File: src/rtl/tag_vec_loader.sv
module tag_vec_loader #(
  parameter int ADDR_W    = 64,
  parameter int TAG_W     = 4,
  parameter int SLOTS     = 16,
  parameter int LOG2_GRAN = 4,
  parameter int IDX_W     = 5,
  parameter int EL_W      = 2
) (
  input  logic                    clk,
  input  logic                    rst_n,
  input  logic                    start,
  input  logic [EL_W-1:0]         el,
  input  logic [IDX_W-1:0]        rt_idx,
  input  logic [IDX_W-1:0]        rn_idx,
  input  logic [ADDR_W-1:0]       xn_val,
  input  logic [ADDR_W-1:0]       sp_val,
  input  logic [1:0]              overlap_mode,
  output logic                    tag_rd_en,
  output logic [ADDR_W-1:0]       tag_rd_addr,
  input  logic [TAG_W-1:0]        tag_rd_data,
  output logic                    done,
  output logic                    undef,
  output logic                    res_we,
  output logic [IDX_W-1:0]        res_idx,
  output logic [TAG_W*SLOTS-1:0]  res_data,
  output logic                    wb_we,
  output logic                    wb_sp,
  output logic [IDX_W-1:0]        wb_idx,
  output logic [ADDR_W-1:0]       wb_addr
);
  localparam int SLOT_W  = $clog2(SLOTS);
  localparam int CNT_W   = SLOT_W + 1;
  localparam int GRP_LSB = LOG2_GRAN + SLOT_W;
  localparam int RES_W   = TAG_W * SLOTS;
  localparam logic [IDX_W-1:0]  SP_IDX  = '1;
  localparam logic [CNT_W-1:0]  SLOTS_C = CNT_W'(SLOTS);
  localparam logic [ADDR_W-1:0] GRAN    = ADDR_W'(1) << LOG2_GRAN;
  localparam logic [1:0] OVL_SUPPRESS = 2'd0;
  localparam logic [1:0] OVL_ZERO     = 2'd1;
  localparam logic [1:0] OVL_UNDEF    = 2'd2;
  localparam logic [1:0] OVL_NOP      = 2'd3;

  logic              busy, pend, pend_last, sup_q, zero_q;
  logic [SLOT_W-1:0] pend_slot;
  logic [CNT_W-1:0]  left;
  logic [ADDR_W-1:0] cur;
  logic [RES_W-1:0]  acc, acc_nxt;

  wire               use_sp  = (rn_idx == SP_IDX);
  wire [ADDR_W-1:0]  base    = use_sp ? sp_val : xn_val;
  wire               overlap = (rt_idx == rn_idx);
  wire [SLOT_W-1:0]  first   = base[GRP_LSB-1:LOG2_GRAN];
  wire [CNT_W-1:0]   cnt     = SLOTS_C - CNT_W'(first);
  wire               accept  = start && !busy;
  wire               trap    = (el == '0) || (overlap && overlap_mode == OVL_UNDEF);
  wire               skip    = overlap && overlap_mode == OVL_NOP;

  assign tag_rd_en   = busy && (left != '0);
  assign tag_rd_addr = cur;

  always_comb begin
    acc_nxt = acc;
    if (pend) acc_nxt[pend_slot*TAG_W +: TAG_W] = tag_rd_data;
  end

  always_ff @(posedge clk) begin
    if (!rst_n) begin
      busy      <= 1'b0;
      pend      <= 1'b0;
      pend_last <= 1'b0;
      pend_slot <= '0;
      sup_q     <= 1'b0;
      zero_q    <= 1'b0;
      left      <= '0;
      cur       <= '0;
      acc       <= '0;
      done      <= 1'b0;
      undef     <= 1'b0;
      res_we    <= 1'b0;
      res_idx   <= '0;
      res_data  <= '0;
      wb_we     <= 1'b0;
      wb_sp     <= 1'b0;
      wb_idx    <= '0;
      wb_addr   <= '0;
    end else begin
      done   <= 1'b0;
      undef  <= 1'b0;
      res_we <= 1'b0;
      wb_we  <= 1'b0;
      if (accept) begin
        res_idx <= rt_idx;
        wb_idx  <= rn_idx;
        wb_sp   <= use_sp;
        if (trap) begin
          done  <= 1'b1;
          undef <= 1'b1;
        end else if (skip) begin
          done  <= 1'b1;
        end else begin
          busy   <= 1'b1;
          pend   <= 1'b0;
          cur    <= {base[ADDR_W-1:LOG2_GRAN], LOG2_GRAN'(0)};
          left   <= cnt;
          acc    <= '0;
          sup_q  <= overlap && overlap_mode == OVL_SUPPRESS;
          zero_q <= overlap && overlap_mode == OVL_ZERO;
        end
      end else if (busy) begin
        if (left != '0) begin
          pend      <= 1'b1;
          pend_slot <= cur[GRP_LSB-1:LOG2_GRAN];
          pend_last <= (left == CNT_W'(1));
          cur       <= cur + GRAN;
          left      <= left - CNT_W'(1);
        end else begin
          pend <= 1'b0;
        end
        if (pend) acc <= acc_nxt;
        if (pend && pend_last) begin
          busy     <= 1'b0;
          done     <= 1'b1;
          res_we   <= 1'b1;
          res_data <= acc_nxt;
          wb_we    <= !sup_q;
          wb_addr  <= zero_q ? '0 : cur;
        end
      end
    end
  end
endmodule

File: config.mk
export PLATFORM = sky130hd
export DESIGN_NAME = tag_vec_loader
export DESIGN_NICKNAME = d
export VERILOG_FILES = /design/src/rtl/tag_vec_loader.sv
export SDC_FILE = /design/constraint.sdc
export NUM_CORES = 1
export LEC_CHECK = 0
export ABC_AREA = 0
export BUFFER_PORTS_ARGS = -buffer_cell sky130_fd_sc_hd__buf_2
export CAP_MARGIN = 40
export CORE_MARGIN = 2
export CORE_UTILIZATION = 40
export DETAILED_ROUTE_END_ITERATION = 12
export SLEW_MARGIN = 20
export SYNTH_ARGS = -nofsm -noshare
export SYNTH_HDL_FRONTEND = slang
export SYNTH_SLANG_ARGS = --single-unit
File: constraint.sdc
create_clock -name clk -period 3.3 [get_ports clk]
set_input_delay 0.33 -clock clk [delete_from_list [all_inputs] [get_ports clk]]
set_output_delay 0.33 -clock clk [all_outputs]
set_load 0.05 [all_outputs]
==> results.py, run 1 <==
metrics = {
    "worst_hold_path": {
        "hold_class": "primary input to flip-flop",
    },
    "placement": {
        "port_buffers": 344,
        "dp.cells": 2466,
        "post-place-ws_ps": 522,
        "place_hpwl_um": 34700,
        "gp_congestion": 0.916,
    },
    "die": {
        "core_area_mm2": 0.0343,
        "die_h_um": 190,
        "start_util": 0.403,
        "fp.dieArea_mm2": 0.0361,
        "die_x_um": 190,
        "fp-row-count": 68,
        "io_pins": 357,
    },
    "sta": {
        "max-slew-margin-rel": 0.401,
        "grt_setup_unrepaired": "no",
        "max_freq_ghz": 0.342,
        "setup_tns_ps": 0,
        "period_needed_ps": 2920,
        "fin_skew_ps": 17.6,
        "setup_ws_ps": 378,
        "tightest_slew_ps": 896,
        "final_hold_viol_count": 0,
        "finalSetupViolCount": 0,
        "post-route-period-util": 0.886,
        "maxSlewViolCount": 0,
    },
    "grt": {
        "grt_overflow": 0,
        "grt_pass1_vias": 13293,
        "antenna_found_initial": 6,
        "grt_max_degree": 98,
        "grt_pass1_wl_um": 75700,
        "grt.total_usage": 0.263,
    },
    "clocking": {
        "ctsResizeCount": 0,
        "clk_latency_ps": 560,
        "cts-root-buf": "clkbuf_16",
        "post_cts_buffers": 0,
        "hold_buffers": 0,
        "cts_tree": "done",
        "cts_sinks": 278,
        "cts_max_path_buffers": 3,
        "clk_pin_slew_ps": 60,
        "cts-htree-levels": 1,
        "cts_buffers": 30,
    },
    "critical_path": {
        "slowest_stage": "or4b_2",
        "cp_max_fo": 10,
        "slowest_delay_ps": 650,
        "end_kind": "output pin",
        "crit_family": "buffers and inverters",
        "critPathKind": "flip-flop to output pin",
        "crit_buf_inv": 3,
        "cp.arrival_ps": 2590,
        "path_cells": "inv_1 > ha_1 > or4b_2 > nand2_1 > clkinv_1 > buf_2",
        "cp-start-kind": "flip-flop",
        "cp.required_ps": 2970,
    },
    "yosys": {
        "synth_edf_count": 0,
        "synthCells": 1777,
        "synth_area_per_cell_um2": 7.78,
        "synth_seq_cells": 278,
        "ys_types": 80,
        "synth_area_mm2": 0.0138,
        "yosysWarnings": 0,
        "synth_ff_type": "dfxtp_1",
        "async_reset_ff_frac": 0,
        "yosysSeqAreaShare": 0.402,
    },
    "cells_and_area": {
        "drive_gt1_frac": 0.229,
        "syn2layout_area_growth_pct": 22.9,
        "nets": 2201,
        "final_cells": 2525,
    },
    "flow_run": {
        "maxCapViolations": 0,
    },
    "route": {
        "final_antenna_net_count": 0,
        "vias_per_cell": 5.64,
        "num_vias": 14244,
        "first_pass_iters": 6,
        "drc_errors": 0,
        "wl_per_cell_um": 19.4,
        "drtIter0Drc": 1001,
        "routed_wirelength_um": 48900,
    },
    "power_and_ir_drop": {
        "p_leak_nw": 6.62,
        "switchingPower_mw": 2.44,
        "pwr-share-seq": 0.427,
        "ir_drop_v": 0.000413,
        "combPwrFrac": 0.148,
        "swShare": 0.290,
        "p_int_mw": 5.98,
        "power.density_mw_per_mm2": 495,
        "pwr-share-clk": 0.425,
    },
    "status": {
        "status": "completed",
    },
}
[cell type report]
cell class | count | area [um2]
inverters | 16 | 65.1
diodes | 1 | 2.50
repair buffers | 384 | 2140
fillers | 3418 | 17300
clock inverters | 11 | 130
clock buffers | 45 | 928
multi-input cells | 1335 | 7590
flip-flops and latches | 278 | 5570
well taps | 455 | 569
[state kept, by name, indices dropped and copies added, names as in the netlist]
signal       count
acc             64
busy             1
done             1
left             5
pend             1
pend_last        1
pend_slot        4
res_data        64
res_idx          5
res_we           1
sup_q            1
tag_rd_addr     60
undef            1
wb_addr         61
wb_idx           5
wb_sp            1
wb_we            1
zero_q           1
[per-layer routing]
layer	GRT usage	wire [um]
met3	0.0570	3910
met4	0.100	1680
met1	0.344	20600
met2	0.426	22600
met5	0	54
[cell usage in the layout, fill, tap and decap left out, drive strengths merged, types with 4 or more instances in the layout]
| master | n |
|---|---|
| xnor2 | 6 |
| o211ai | 8 |
| nor4 | 18 |
| inv | 15 |
| and3 | 35 |
| a22oi | 48 |
| mux2 | 5 |
| conb | 4 |
| a211oi | 67 |
| a21o | 6 |
| nor2b | 6 |
| clkinv | 9 |
| clkbuf | 46 |
| and2 | 19 |
| a31oi | 12 |
| nand4 | 24 |
| o22ai | 19 |
| xor2 | 5 |
| o21ai | 88 |
| buf | 383 |
| nand3b | 54 |
| o31a | 4 |
| o21a | 5 |
| or3 | 7 |
| ha | 7 |
| mux2i | 76 |
| nand2 | 267 |
| dfxtp | 278 |
| a21oi | 171 |
| o311ai | 7 |
| nor2 | 184 |
| or2 | 5 |
| and4 | 5 |
| nor3 | 70 |
| nand3 | 63 |
[power groups by stage]
stage	clock [mW]	combinational [mW]	sequential (mW)
finish	3.57	1.24	3.59
CTS	3.64	1.23	3.59
global placement	0	1.20	3.66
floorplan	0	0.578	3.87
global route	3.78	1.34	3.61
detailed placement	0	1.23	3.67
[cells in the mapped netlist, types with 3 or more instances]
cell | count | area share
buf_6 | 3 | 0.0024
dfxtp_1 | 278 | 0.40
xnor2_1 | 6 | 0.0038
ha_1 | 7 | 0.0063
buf_4 | 7 | 0.0038
a21o_1 | 6 | 0.0033
o311ai_0 | 4 | 0.0025
nor4_1 | 17 | 0.0077
nand3_1 | 63 | 0.023
nor2_1 | 181 | 0.049
buf_1 | 8 | 0.0022
a22oi_1 | 48 | 0.026
o211ai_1 | 8 | 0.0043
nor3_1 | 69 | 0.025
nand4_1 | 24 | 0.011
and2_1 | 19 | 0.0086
inv_1 | 14 | 0.0038
xor2_1 | 5 | 0.0032
or3_1 | 5 | 0.0023
nand2_1 | 266 | 0.072
nand3b_1 | 54 | 0.029
or2_2 | 5 | 0.0023
o22ai_1 | 19 | 0.0086
mux2_2 | 5 | 0.0041
and3_1 | 33 | 0.015
mux2i_1 | 76 | 0.055
nor3b_1 | 3 | 0.0016
a211oi_1 | 67 | 0.036
o21ai_0 | 87 | 0.031
a31oi_1 | 12 | 0.0054
o31a_1 | 4 | 0.0025
a21oi_1 | 170 | 0.062
nor2_2 | 3 | 0.0014
o21a_1 | 5 | 0.0027
clkbuf_8 | 4 | 0.0040
nor2b_1 | 6 | 0.0027
and4_1 | 5 | 0.0032
clkbuf_1 | 118 | 0.032
buf_2 | 10 | 0.0036
[tightest hold or removal path, stage by stage]
cell	delay [ps]
buf_2	110
nand2_1	50
a21oi_1	50
[path summary, 6_finish.rpt]
kind	start	to	slack (ps)	cells after the start
setup / recovery	left[0]	tag_rd_en	380	6
hold / removal	rt_idx[2]	res_idx[2]	40	3
setup reg to reg	pend_slot[0]	res_data[55]	490	7
hold reg to reg	sup_q	wb_we	430	1
[cell families after synthesis]
kind of cell / after synthesis / synth area share
AOI/OAI and AO/OA: 460 / 0.205
xor gates and xnor gates: 11 / 0.00697
adders and majority gates: 7 / 0.00633
buffers and inverters: 167 / 0.0527
DFF: 278 / 0.402
muxes: 81 / 0.0591
other: 1 / 0.000271
and+or+nand+nor: 772 / 0.267
[stage by stage]
stage,total power [mW],instance area (um2),hold WS [ps],util
2_1_floorplan,4.44,13800,401,-
3_3_place_gp,4.86,15900,416,0.462
3_5_place_dp,4.89,15900,418,0.464
4_1_cts,8.47,17000,12.5,0.495
5_1_grt,8.73,17000,30.8,0.496
6_report,8.41,17000,38.6,0.496
Note: power is estimated with default switching activity, not from simulation.
==> run 2: changes to the inputs <==
--- a/config.mk
+++ b/config.mk
@@ -11,6 +11,7 @@
 export CORE_MARGIN = 2
 export CORE_UTILIZATION = 40
 export DETAILED_ROUTE_END_ITERATION = 12
+export PLACE_DENSITY_LB_ADDON = 0.05
 export SLEW_MARGIN = 20
 export SYNTH_ARGS = -nofsm -noshare
 export SYNTH_HDL_FRONTEND = slang
==> run 2 against run 1 <==
Effect of this change: global-route usage up 0.14 points; combinational power hardly changed; power up 1.2%; clock-buffer cell count up 5; design area about the same; cell count fell by 0.12%; routed wire length grew 1.1%; die area stayed put.
==> results.py, run 2 (synthesis gave the netlist of run 1 again) <==
metrics = {
    "status": {
        "status": "completed",
    },
    "clocking": {
        "post_cts_buffers": 0,
        "cts_max_path_buffers": 3,
        "cts_buffers": 34,
        "clk_latency_ps": 510,
        "cts_tree": "done",
        "ctsResizeCount": 0,
        "cts-htree-levels": 2,
        "cts_sinks": 278,
        "hold_buffers": 0,
        "clk_pin_slew_ps": 60,
        "cts-root-buf": "clkbuf_16",
    },
    "critical_path": {
        "crit_path_start": "tag_rd_addr[5]",
        "end_kind": "flip-flop",
        "regToRegStartpoint": "tag_rd_addr[5]",
        "critPathCapture": "tag_rd_addr[56]",
        "cp-start-kind": "flip-flop",
        "critPathKind": "flip-flop to flip-flop",
        "r2r-end": "tag_rd_addr[56]",
        "cp.arrival_ps": 3310,
        "reg2regPathDepth": 7,
        "cp.required_ps": 3690,
        "ff2ff_setup_slack_ps": 380,
        "cp_max_fo": 9,
    },
    "cells_and_area": {
        "n_fill_cell": 3503,
        "final_cells": 2522,
        "post-route-util": 0.496,
        "drive_gt1_frac": 0.228,
        "syn2layout_area_growth_pct": 22.9,
        "final_cell_mix": "buf_2 (344), dfxtp_1 (277), nand2_1 (265)",
        "top_regs": "acc (64), res_data (64), wb_addr (61)",
        "nets": 2205,
        "diodes": 0,
        "fin_area_mm2": 0.0170,
        "final_common_cell": "buf_2",
    },
    "power_and_ir_drop": {
        "ir_drop_v": 0.000320,
        "power.density_mw_per_mm2": 501,
        "p_leak_nw": 6.62,
    },
    "sta": {
        "finalSetupViolCount": 0,
        "max_freq_ghz": 0.342,
        "maxSlewViolCount": 0,
        "grt_setup_unrepaired": "no",
        "tightest_slew_ps": 842,
        "max-slew-margin-rel": 0.438,
        "fin_skew_ps": 11.8,
        "setup_tns_ps": 0,
        "hold_slack_ps": 77.9,
        "final_hold_viol_count": 0,
        "period_needed_ps": 2920,
        "post-route-period-util": 0.886,
    },
    "die": {
        "io_pins": 357,
        "fp.dieArea_mm2": 0.0361,
        "die_h_um": 190,
        "core_area_mm2": 0.0343,
        "fp-row-count": 68,
        "die_x_um": 190,
        "start_util": 0.403,
    },
    "route": {
        "final_antenna_net_count": 0,
        "drc_errors": 0,
        "num_vias": 14149,
        "vias_per_cell": 5.61,
        "first_pass_iters": 5,
        "drtIter0Drc": 913,
        "routed_wirelength_um": 49400,
        "wl_per_cell_um": 19.6,
    },
    "placement": {
        "place_hpwl_um": 35100,
        "port_buffers": 344,
        "dp.cells": 2467,
        "gp_congestion": 0.885,
        "postPlaceCellArea_mm2": 0.0159,
    },
    "grt": {
        "antenna_found_initial": 2,
        "grt_pass1_vias": 13239,
        "grt_max_degree": 108,
        "grt.total_usage": 0.265,
        "grt_overflow": 0,
        "grt_pass1_wl_um": 75900,
    },
    "flow_run": {
        "maxCapViolations": 0,
    },
    "worst_hold_path": {
        "hold_class": "primary input to flip-flop",
    },
}
run 2: changes by cell type in the layout (fill, tap and decap cells not counted), moves of 2 or more:
cell,change
clkbuf_16,+4
clkinv_2,-6
buf_16,-2
bufinv_16,-2
buf_4,+2
run 2: area by class of cell:
class / instances / area, um2 / area share
multi-input combinational: 1335 / 7600 / 0.447
inverter: 16 / 67.6 / 0.00397
sequential: 278 / 5570 / 0.327
clock buffer: 50 / 1030 / 0.0607
timing repair buffer: 384 / 2120 / 0.125
tap: 455 / 569 / 0.0335
clock inverter: 4 / 48.8 / 0.00287
run 2: metal layers:
layer	share of wire	up-vias	global-route usage
li1	-	6899	-
met4	0.029	4	0.0883
met1	0.44	6652	0.353
met2	0.47	503	0.438
met5	0.00057	-	0
met3	0.062	91	0.0402
run 2: how the worst min path moves through the flow:
stage	startpoint	to	slack, ps	cells past startpoint
floorplan	sup_q	wb_we	400	1
finish	rt_idx[2]	res_idx[2]	80	3
CTS	rt_idx[0]	res_idx[0]	60	3
global placement	sup_q	wb_we	420	1
detailed placement	sup_q	wb_we	410	1
global route	rt_idx[2]	res_idx[2]	90	3
run 2: through the flow:
| stage | setup slack (ps) | total power [mW] |
|---|---|---|
| floorplan | 696 | 4.44 |
| global placement | 559 | 4.89 |
| detailed placement | 450 | 4.90 |
| CTS | 419 | 8.58 |
| global route | 243 | 8.83 |
| finish | 376 | 8.51 |
run 2: critical path, cell delays in order, from the launching register on:
cell,delay (ps)
dfxtp_1,560
ha_1,300
nand3_1,230
nor2_1,420
nand3_1,490
nor3_4,430
a21oi_1,110
a211o_1,270
run 2: power breakdown:
group          total (mW)  switching [mW]  internal, mW
Sequential           3.61           0.159          3.45
Combinational        1.24           0.877         0.364
Clock                3.67            1.44          2.23
==> run 3: changes to the inputs <==
--- a/config.mk
+++ b/config.mk
@@ -5,13 +5,15 @@
 export SDC_FILE = /design/constraint.sdc
 export NUM_CORES = 1
 export LEC_CHECK = 0
-export ABC_AREA = 0
+export ABC_AREA = 1
 export BUFFER_PORTS_ARGS = -buffer_cell sky130_fd_sc_hd__buf_2
 export CAP_MARGIN = 40
 export CORE_MARGIN = 2
 export CORE_UTILIZATION = 40
+export CTS_CLUSTER_DIAMETER = 50
 export DETAILED_ROUTE_END_ITERATION = 12
 export PLACE_DENSITY_LB_ADDON = 0.05
+export REMOVE_ABC_BUFFERS = 1
 export SLEW_MARGIN = 20
 export SYNTH_ARGS = -nofsm -noshare
 export SYNTH_HDL_FRONTEND = slang
==> run 3 against run 2 <==
Effect of this change: synthesized area grew 10%; register-to-register slack improved by 390 ps; largest power group unchanged; critical endpoint is now tag_rd_en; hold slack worse by 18 ps; first-iteration DRC count is 10% lower; largest cell class unchanged.
==> results.py, run 3 <==
metrics = {
    "status": {
        "status": "completed",
    },
    "clocking": {
        "cts_sinks": 278,
        "cts_max_path_buffers": 3,
        "cts-htree-levels": 2,
        "ctsResizeCount": 0,
        "cts_tree": "done",
        "clk_latency_ps": 550,
        "post_cts_buffers": 0,
        "hold_buffers": 0,
        "cts_buffers": 39,
        "cts-root-buf": "clkbuf_16",
        "clk_pin_slew_ps": 50,
    },
    "die": {
        "die_h_um": 199,
        "die_x_um": 199,
        "core_area_mm2": 0.0377,
        "start_util": 0.405,
        "fp.dieArea_mm2": 0.0397,
        "io_pins": 357,
        "fp-row-count": 71,
    },
    "critical_path": {
        "end_kind": "output pin",
        "cp.required_ps": 2970,
        "cp.arrival_ps": 2230,
        "cp-start-kind": "flip-flop",
        "reg2regPathDepth": 9,
        "cp_max_fo": 36,
        "critPathKind": "flip-flop to output pin",
    },
    "flow_run": {
        "maxCapViolations": 0,
    },
    "yosys": {
        "synth-xor-area-share": 0.00861,
        "synth_top_area_frac": 0.365,
        "synthCells": 2428,
        "synth_seq_cells": 278,
        "synthAdderAreaFrac": 0.00574,
        "synthSimpleGateAreaFrac": 0.365,
        "synth_top_family_by_area": "simple AND/OR/NAND/NOR gates",
        "yosysSeqAreaShare": 0.365,
        "yosysMostFrequentCell": "nand2_1",
        "async_reset_ff_frac": 0,
        "yosysWarnings": 0,
        "ys_types": 36,
        "synth_common_cells": "nand2_1 (636), nor2_1 (304), nand3_1 (299), dfxtp_1 (278), inv_1 (215)",
        "synth_ff_type": "dfxtp_1",
        "muxShareOfSynthArea": 0,
        "yosys.area.top_type": "dfxtp_1",
        "synth_area_mm2": 0.0153,
        "synth_edf_count": 0,
        "synthTopCellsByArea": "dfxtp_1 (36%), nand2_1 (16%), nand3_1 (9.8%)",
        "synth_compound_area_frac": 0.159,
        "synth_area_per_cell_um2": 6.29,
    },
    "placement": {
        "port_buffers": 344,
        "post-place-ws_ps": 790,
        "gp_congestion": 0.960,
        "place_hpwl_um": 37600,
    },
    "sta": {
        "post-route-period-util": 0.777,
        "max_freq_ghz": 0.390,
        "maxSlewViolCount": 0,
        "fin_skew_ps": 20.3,
        "period_needed_ps": 2560,
        "tightest_slew_ps": 799,
        "setup_ws_ps": 736,
        "max-slew-margin-rel": 0.465,
        "final_hold_viol_count": 0,
        "grt_setup_unrepaired": "no",
        "hold_slack_ps": 59.8,
        "setup_tns_ps": 0,
        "finalSetupViolCount": 0,
    },
    "route": {
        "first_pass_iters": 6,
        "num_vias": 16472,
        "final_antenna_net_count": 0,
        "wl_per_cell_um": 16.2,
        "drtIter0Drc": 819,
        "vias_per_cell": 5.08,
        "routed_wirelength_um": 52600,
        "drc_errors": 0,
    },
    "worst_hold_path": {
        "hold_class": "primary input to flip-flop",
        "min_path_cells": 3,
    },
    "cells_and_area": {
        "drive_gt1_frac": 0.177,
        "n_fill_cell": 4016,
        "top_regs": "acc (64), res_data (64), wb_addr (61)",
        "final_cell_mix": "nand2_1 (634), buf_2 (343), nor2_1 (302)",
        "post-route-util": 0.496,
        "syn2layout_area_growth_pct": 22.4,
        "final_common_cell": "nand2_1",
        "nets": 2858,
    },
    "grt": {
        "grt_overflow": 0,
        "grt_util_met2": 0.454,
        "grt_pass1_vias": 15216,
        "antenna_found_initial": 4,
        "use_met3": 0.0469,
        "grt.busiest_layer": "met2",
        "grt.total_usage": 0.261,
        "use_met1": 0.324,
        "grt_pass1_wl_um": 82200,
        "grt_max_degree": 85,
    },
    "power_and_ir_drop": {
        "ir_drop_v": 0.000326,
        "p_leak_nw": 8.29,
        "power.density_mw_per_mm2": 532,
    },
}
## run 3: worst paths after layout
kind / slack, ps / start / endpoint
hold / removal: 60 / start / busy
hold reg to reg: 430 / sup_q / wb_we
setup reg to reg: 770 / pend_slot[0] / acc[36]
setup / recovery: 740 / left[2] / tag_rd_en
## run 3: report_power, final
| part | internal, mW | switching, mW |
|---|---|---|
| Combinational | 0.487 | 1.32 |
| Sequential | 3.51 | 0.265 |
| Clock | 2.77 | 1.58 |
| Total | 6.77 | 3.17 |
## run 3: kinds of logic (layout without fill, tap and decap cells)
group / Yosys count / in the layout
AOI/OAI and AO/OA: 446 / 446
other: 1 / 6
xor gates and xnor gates: 15 / 15
buffers and inverters: 367 / 666
DFF: 278 / 278
adders and majority gates: 7 / 7
and+or+nand+nor: 1314 / 1314
## run 3: critical path, stage by stage, from the launching register on
cell and delay (ps):
dfxtp_1 340, nor2_1 240, nand3_1 110, nand2_1 160, buf_4 440, inv_1 130
buf_2 250
## run 3: layout make-up
| type | count | area (um2) | share of cell area |
|---|---|---|---|
| clock inverter | 16 | 231 | 0.0124 |
| tap | 511 | 639 | 0.0342 |
| clock buffer | 53 | 1120 | 0.0599 |
| multi-input combinational | 1786 | 8280 | 0.443 |
| inverter | 225 | 852 | 0.0456 |
| antenna | 2 | 5.00 | 0.000268 |
| timing repair buffer | 372 | 1990 | 0.107 |
| sequential | 278 | 5570 | 0.298 |
## run 3: metrics by stage
step	power [mW]	instance area, um2	cells
6_report	9.94	18700	3243
5_1_grt	10.4	18700	3242
4_1_cts	10.0	18700	3240
3_5_place_dp	5.65	17300	3171
3_3_place_gp	5.63	17300	3170
2_1_floorplan	5.00	14700	2289
## run 3: layer usage
| layer | up-vias | routed length, um |
|---|---|---|
| li1 | 8394 | - |
| met2 | 468 | 25600 |
| met4 | 2 | 1590 |
| met3 | 93 | 2930 |
| met5 | - | 16 |
| met1 | 7515 | 22400 |
